### config.mk
export PLATFORM = sky130hd
export DESIGN_NAME = dbg_probe_ctl
export DESIGN_NICKNAME = d
export VERILOG_FILES = /design/src/rtl/dbg_ctl_pkg.sv /design/src/rtl/dbg_pend_unit.sv /design/src/rtl/dbg_ctl_bits.sv /design/src/rtl/dbg_rd_mux.sv /design/src/rtl/dbg_probe_ctl.sv
export SDC_FILE = /design/constraint.sdc
export NUM_CORES = 1
export LEC_CHECK = 0
export BUFFER_PORTS_ARGS = -buffer_cell sky130_fd_sc_hd__buf_2
export CAP_MARGIN = 20
export CORE_MARGIN = 2
export CORE_UTILIZATION = 24
export CTS_CLUSTER_DIAMETER = 50
export DETAILED_ROUTE_END_ITERATION = 8
export PLACE_DENSITY = 0.77
export SLEW_MARGIN = 10
export SYNTH_ARGS = -nofsm -noshare
export SYNTH_HDL_FRONTEND = slang
export SYNTH_SLANG_ARGS = --single-unit
### constraint.sdc
create_clock -name clk -period 0.8 [get_ports clk]
set_input_delay 0 -clock clk [delete_from_list [all_inputs] [get_ports clk]]
set_output_delay 0 -clock clk [all_outputs]
set_load 0.05 [all_outputs]
### src/rtl/dbg_ctl_pkg.sv
package dbg_ctl_pkg;
  localparam int unsigned REG_W   = 32;
  localparam int unsigned STAT_W  = 10;
  // bit positions decoded by the probe software
  localparam int unsigned PEND_B  = 18;
  localparam int unsigned SVC_B   = 15;
  localparam int unsigned VSEL_B  = 14;
  localparam int unsigned BRK_B   = 12;
  // positions that always read zero
  localparam logic [REG_W-1:0] ZERO_MASK = 32'h1F02_2FF7;
endpackage

### src/rtl/dbg_pend_unit.sv
module dbg_pend_unit (
  input  logic clk,
  input  logic rst_n,
  input  logic req_i,
  input  logic wr_clr_i,
  input  logic fast_i,
  output logic pend_o,
  output logic done_o
);
  logic pend_q, pend_d;
  logic done_q, done_d;

  always_comb begin
    pend_d = pend_q;
    if (req_i)                 pend_d = 1'b1;
    else if (wr_clr_i || fast_i) pend_d = 1'b0;
    done_d = pend_q & ~pend_d;
  end

  always_ff @(posedge clk or negedge rst_n) begin
    if (!rst_n) begin
      pend_q <= 1'b0;
      done_q <= 1'b0;
    end else begin
      pend_q <= pend_d;
      done_q <= done_d;
    end
  end

  assign pend_o = pend_q;
  assign done_o = done_q;


  pend_set_chk: assert property (@(posedge clk) disable iff (!rst_n)
    req_i |=> pend_q);

  pend_clr_chk: assert property (@(posedge clk) disable iff (!rst_n)
    (!req_i && (wr_clr_i || fast_i)) |=> !pend_q);

  done_pulse_chk: assert property (@(posedge clk) disable iff (!rst_n)
    done_q |-> (!pend_q && $past(pend_q)));
endmodule

### src/rtl/dbg_ctl_bits.sv
module dbg_ctl_bits (
  input  logic clk,
  input  logic rst_n,
  input  logic wr_i,
  input  logic svc_bit_i,
  input  logic vsel_bit_i,
  input  logic brk_bit_i,
  input  logic ack_i,
  output logic svc_o,
  output logic vsel_o,
  output logic brk_o
);
  logic svc_q, vsel_q, brk_q;
  logic svc_d, vsel_d, brk_d;
  logic rw_en;

  assign rw_en = wr_i;

  always_comb begin
    svc_d  = rw_en ? svc_bit_i  : svc_q;
    vsel_d = rw_en ? vsel_bit_i : vsel_q;
    brk_d  = brk_q;
    if (wr_i && brk_bit_i) brk_d = 1'b1;
    else if (ack_i)        brk_d = 1'b0;
  end

  always_ff @(posedge clk or negedge rst_n) begin
    if (!rst_n) begin
      svc_q  <= 1'b0;
      vsel_q <= 1'b0;
      brk_q  <= 1'b0;
    end else begin
      svc_q  <= svc_d;
      vsel_q <= vsel_d;
      brk_q  <= brk_d;
    end
  end

  assign svc_o  = svc_q;
  assign vsel_o = vsel_q;
  assign brk_o  = brk_q;


  brk_set_chk: assert property (@(posedge clk) disable iff (!rst_n)
    (wr_i && brk_bit_i) |=> brk_q);

  brk_ack_chk: assert property (@(posedge clk) disable iff (!rst_n)
    (ack_i && !(wr_i && brk_bit_i)) |=> !brk_q);

  svc_hold_chk: assert property (@(posedge clk) disable iff (!rst_n)
    !wr_i |=> $stable(svc_q));
endmodule

### src/rtl/dbg_rd_mux.sv
module dbg_rd_mux
  import dbg_ctl_pkg::*;
#(
  parameter logic [REG_W-1:0] VEC_SET = 32'hFF20_0200,
  parameter logic [REG_W-1:0] VEC_CLR = 32'hBFC0_0480
) (
  input  logic              pend_i,
  input  logic              svc_i,
  input  logic              vsel_i,
  input  logic              brk_i,
  input  logic [STAT_W-1:0] stat_i,
  output logic [REG_W-1:0]  rd_o,
  output logic [REG_W-1:0]  vec_o
);
  always_comb begin
    rd_o          = '0;
    rd_o[31:29]   = stat_i[2:0];
    rd_o[23:19]   = stat_i[7:3];
    rd_o[16]      = stat_i[8];
    rd_o[3]       = stat_i[9];
    rd_o[PEND_B]  = pend_i;
    rd_o[SVC_B]   = svc_i;
    rd_o[VSEL_B]  = vsel_i;
    rd_o[BRK_B]   = brk_i;
  end

  assign vec_o = vsel_i ? VEC_SET : VEC_CLR;
endmodule

### src/rtl/dbg_probe_ctl.sv
module dbg_probe_ctl
  import dbg_ctl_pkg::*;
#(
  parameter logic [31:0] VEC_SET = 32'hFF20_0200,
  parameter logic [31:0] VEC_CLR = 32'hBFC0_0480
) (
  input  logic        clk,
  input  logic        rst_n,
  input  logic        wr_en_i,
  input  logic [31:0] wr_data_i,
  output logic [31:0] rd_data_o,
  input  logic        acc_req_i,
  input  logic        fast_done_i,
  input  logic        brk_ack_i,
  input  logic [9:0]  ext_stat_i,
  output logic        pend_o,
  output logic        svc_en_o,
  output logic        brk_req_o,
  output logic [31:0] dbg_vec_o,
  output logic        acc_done_o
);
  logic vsel;
  logic wr_clr;

  assign wr_clr = wr_en_i & ~wr_data_i[PEND_B];

  dbg_pend_unit u_pend (
    .clk      (clk),
    .rst_n    (rst_n),
    .req_i    (acc_req_i),
    .wr_clr_i (wr_clr),
    .fast_i   (fast_done_i),
    .pend_o   (pend_o),
    .done_o   (acc_done_o)
  );

  dbg_ctl_bits u_bits (
    .clk        (clk),
    .rst_n      (rst_n),
    .wr_i       (wr_en_i),
    .svc_bit_i  (wr_data_i[SVC_B]),
    .vsel_bit_i (wr_data_i[VSEL_B]),
    .brk_bit_i  (wr_data_i[BRK_B]),
    .ack_i      (brk_ack_i),
    .svc_o      (svc_en_o),
    .vsel_o     (vsel),
    .brk_o      (brk_req_o)
  );

  dbg_rd_mux #(.VEC_SET(VEC_SET), .VEC_CLR(VEC_CLR)) u_rd (
    .pend_i (pend_o),
    .svc_i  (svc_en_o),
    .vsel_i (vsel),
    .brk_i  (brk_req_o),
    .stat_i (ext_stat_i),
    .rd_o   (rd_data_o),
    .vec_o  (dbg_vec_o)
  );


  zero_bits_chk: assert property (@(posedge clk) disable iff (!rst_n)
    (rd_data_o & ZERO_MASK) == '0);

  vec_legal_chk: assert property (@(posedge clk) disable iff (!rst_n)
    (dbg_vec_o == VEC_SET) || (dbg_vec_o == VEC_CLR));

  vec_follow_chk: assert property (@(posedge clk) disable iff (!rst_n)
    rd_data_o[VSEL_B] == (dbg_vec_o == VEC_SET));
endmodule

# Word-level counts from Yosys, hierarchy flattened
# Index checks and enable logic that the tools add are counted.
op_classes:
  n_mux: 5
  n_bitwise: 4
  n_reduce_logical: 3
ops:
  columns: ["operator", "count"]
  rows:
  - ["$mux W31", 1]
  - ["$mux W1", 4]
  - ["$and A1 B1 Y1", 2]
  - ["$not A1 Y1", 2]
  - ["$reduce_bool A2 Y1", 1]
  - ["$logic_and A1 B1 Y1", 1]
  - ["$logic_or A1 B1 Y1", 1]
word_totals:
  register_bits: 5
  in_bits: 48
  out_inout_bits: 68

# Depth between registers and ports, before layout
depth:
  word_depth: 7
  ltp_mapped: 2
  ltp_nobuf: 2

# By module
# Synthesis repeated with hierarchy kept, for this count alone.
hier_totals:
  hier_cells: 80
  area_unflattened_um2: 684.4
by_module_without_submodules:
  columns: ["module", "n_inst", "cells_per_inst", "area_each_um2", "seq_area_each_um2"]
  rows:
  - ["dbg_rd_mux", 1, 66, 484.2, 0.0]
  - ["dbg_ctl_bits", 1, 8, 110.1, 75.1]
  - ["dbg_pend_unit", 1, 5, 76.3, 50.0]
  - ["dbg_probe_ctl", 1, 1, 13.8, 0.0]

# Least setup slack after synthesis
# OpenSTA, ideal clock, no wires.
synth_path:
  path_type: "register to register"
  from: "register u_bits.vsel_o (netlist name)"
  to: "register u_bits.vsel_q (netlist: u_bits.vsel_o)"
  setup_ps: 147
  t_arrival_ps: 916
  t_required_ps: 653
  path_slack_ps: -263
  stages_incl_launch_ff: 3
  n_path_buf: 0
  path_cell_list: "dfrtp_1 -> inv_1 -> o21ai_0"
synth_rtl:
  columns: ["item", "line", "source"]
  rows:
  - ["to (signal assigned)", "dbg_ctl_bits.sv:34", "vsel_q <= vsel_d;"]
  - ["to (decl)", "dbg_ctl_bits.sv:13", "logic svc_q, vsel_q, brk_q;"]

# Final worst setup path
layout_path:
  from: "register u_bits.vsel_q (netlist: u_bits.vsel_o)"
  to: "output dbg_vec_o[10]"
layout_between:
  elab_chain_cells: 1
layout_rtl:
  columns: ["item", "line", "source"]
  rows:
  - ["$mux W31", "dbg_rd_mux.sv:27", "assign vec_o = vsel_i ? VEC_SET : VEC_CLR;"]
  - ["to (decl)", "dbg_probe_ctl.sv:19", "output logic [31:0] dbg_vec_o,"]
# No other way between the ends.

==> impl_metrics.toml <==
[clocking]
htreeDepth = 1
path_clk_slew_ns = 0.05
insertion_delay_ns = 0.24
clock-sinks = 5
cts_tree = "built"
clockBufferDepth = 2
numCtsBuffers = 3
root_buffer = "clkbuf_4"

[placed_design]
io_buffer_count = 24
dpl.cell_count = 115
dpl.hpwl_um = 633
place.gp.congestion = 0.646

[yosys]
synthXorXnorAreaFrac = 0
synthCells = 82
synth_cell_type_count = 11
synth_fa_ha_area_frac = 0
synth_top_family_by_area = "buffers and inverters"
seq_area_frac_synth = 0.186
synth-warning-count = 0
synth_area_um2 = 672
synth-compound-area-share = 0.0354
syn_avg_cell_area_um2 = 8.19
synth_seq_cells = 5
yosys.area_share.simple = 0.0298
synthMuxAreaShare = 0.0168

[cells_and_area]
n_antenna_cell = 0
fin_cells = 129
multi_input_comb_area_um2 = 224
fillCellCount = 285
nNetsFinal = 147
area_growth_syn_to_layout_pct = 11.7
drive_gt1_frac = 0.367
seqCellArea_um2 = 129
final_util = 0.277

[grt]
overflow = 0
grt_max_degree = 6
antenna_found_initial = 0
grt_pass1_vias = 344
grt_use_total = 0.0635
grt_pass1_wl_mm = 1.50

[setup_path]
cp.arrival_ns = 1.03
ff2ff_setup_slack_ns = -0.15
path_class = "flip-flop to output pin"
worstReg2RegStart = "u_bits.vsel_o$_DFFE_PN0P_"
critPathMaxStageDelay_ns = 0.39
worstPathCellList = "clkinvlp_4, buf_6"
worstSetupEndpointType = "output pin"
critPathRequiredTime_ns = 0.80
crit_path_top_delay_cell = "dfrtp_1"
crit_fanout = 5
crit_path_start_kind = "flip-flop"
r2r-end = "u_bits.vsel_o$_DFFE_PN0P_"
ff2ff_path_depth = 3

[timing]
hold_viol = 0
timing.final.crit_share = 1.29
period_needed_ns = 1.03
maxSlewViolCount = 0
fmax_ghz = 0.969
setup_tns_ns = -2.01
setup_slack_ns = -0.232
finalSetupViolCount = 17
fin_worst_skew_ns = 0.00000533
rsz0062_at_grt = "true"

[floorplanning]
fp.dieH_um = 56.9
initial_core_util = 0.248
coreArea_um2 = 2710
rows = 19
die_area_um2 = 3240
die_x_um = 56.9
ios = 116

[power]
p_leak_nw = 0.422
p_per_area_nw_per_um2 = 2100
vdd_drop_max_mv = 0.969

[status]
status = "finished with violations"
violations = "negative setup slack"

[routing]
ant_nets = 0
dr.pass1.iters = 2
viasPerCell = 3.06
wl_mm = 1.12
drc_errors = 0
post_drt_wl_per_cell_um = 8.69
drtIter0Drc = 13
vias = 395

[hold_path]
hold_path.class = "input pin to output pin"
worst_hold_path.num_cells = 0
min_to = "rd_data_o[30]"
hp-start = "ext_stat_i[1]"

[flow_run]
maxCapViolCount = 0
-- where the power goes --
part | total [mW] | leakage, nW | internal (mW) | switching [mW]
Clock | 0.301 | 0.0150 | 0.189 | 0.112
Sequential | 0.302 | 0.0572 | 0.277 | 0.0248
Combinational | 0.975 | 0.349 | 0.210 | 0.766
Total | 1.58 | 0.422 | 0.676 | 0.902
-- how the worst max path moves through the flow --
| stage | end | from | cells after the start | slack (ns) |
|---|---|---|---|---|
| 2_1_floorplan | dbg_vec_o[10] | u_bits.vsel_o$_DFFE_PN0P_ | 2 | -0.21 |
| 3_3_place_gp | u_bits.svc_o$_DFFE_PN0P_ | u_bits.svc_o$_DFFE_PN0P_ | 1 | 0.03 |
| 3_5_place_dp | u_bits.vsel_o$_DFFE_PN0P_ | u_bits.vsel_o$_DFFE_PN0P_ | 2 | -0.0003 |
| 4_1_cts | dbg_vec_o[10] | u_bits.vsel_o$_DFFE_PN0P_ | 2 | -0.22 |
| 5_1_grt | dbg_vec_o[10] | u_bits.vsel_o$_DFFE_PN0P_ | 2 | -0.29 |
| 6_report | dbg_vec_o[10] | u_bits.vsel_o$_DFFE_PN0P_ | 2 | -0.23 |
-- worst max-delay path, delay by kind of cell, from the launching register on --
family | cells | cell delay (ns)
flip-flops | 1 | 0.39
buffers and inverters | 2 | 0.40
-- area by class of cell --
cell class                 instances  share of cell area
inverter                           3              0.0200
multi-input combinational         52               0.298
tap                               31              0.0517
timing repair buffer              34               0.423
clock buffer                       4              0.0350
sequential                         5               0.172
-- layout by cell type (no fill, tap or decap) --
| master | Yosys | routed |
|---|---|---|
| a31o_1 | 1 | 1 |
| dfrtp_1 | 5 | 2 |
| buf_8 | 0 | 3 |
| clkbuf_1 | 0 | 1 |
| a21oi_1 | 1 | 1 |
| buf_6 | 0 | 12 |
| clkinvlp_4 | 0 | 1 |
| o21ai_2 | 0 | 1 |
| conb_1 | 2 | 43 |
| buf_2 | 0 | 9 |
| buf_4 | 63 | 3 |
| mux2_4 | 0 | 1 |
| nand2b_1 | 2 | 2 |
| clkbuf_4 | 0 | 3 |
| nand2_1 | 2 | 2 |
| inv_1 | 3 | 2 |
| o21ai_1 | 1 | 1 |
| dfrtp_2 | 0 | 3 |
| dlygate4sd3_1 | 0 | 7 |
-- state kept, by name, indices dropped and copies added (netlist names) --
signal	flops
u_bits.brk_o	1
u_bits.svc_o	1
u_bits.vsel_o	1
u_pend.done_o	1
u_pend.pend_o	1
-- cells in the mapped netlist --
master,count,area (µm²)
buf_4,63,473
nand2_1,2,7.51
mux2_1,1,11.3
o21ai_1,1,5.00
a21oi_1,1,5.00
dfrtp_1,5,125
nand2b_1,2,12.5
conb_1,2,7.51
o21ai_0,1,5.00
a31o_1,1,8.76
inv_1,3,11.3
-- metal layers --
| metal | wire length (µm) | vias up | track usage |
|---|---|---|---|
| met1 | 303 | 181 | 0.0431 |
| met3 | 163 | 2 | 0.0115 |
| met2 | 639 | 40 | 0.133 |
| met5 | 0 | - | 0 |
| li1 | - | 172 | - |
| met4 | 14 | 0 | 0.0598 |
-- logic make-up after synthesis --
family	Yosys count
flip-flops	5
buffers and inverters	66
AO/OA/AOI/OAI	4
other	2
multiplexers	1
AND/OR/NAND/NOR	4
-- what timing repair did --
item,CTS,global route
endpoints found under the hold margin,10,0
pin swaps,0,0
resized for setup,34,0
endpoints found under the setup margin,16,17
hold buffers,7,0
buffers inserted,3,0
-- per-stage QoR --
stage | hold slack (ns) | area (µm²) | power, mW | worst slack (ns)
after floorplan | -0.296 | 837 | 1.38 | -0.209
after global placement | -0.185 | 523 | 1.10 | 0.0311
after detailed placement | -0.174 | 523 | 1.11 | -0.000321
after CTS | 0.000341 | 751 | 1.58 | -0.216
after global routing | 0.0000824 | 751 | 1.65 | -0.291
final | 0.0000220 | 751 | 1.58 | -0.232
(Power assumes the default switching activity.)
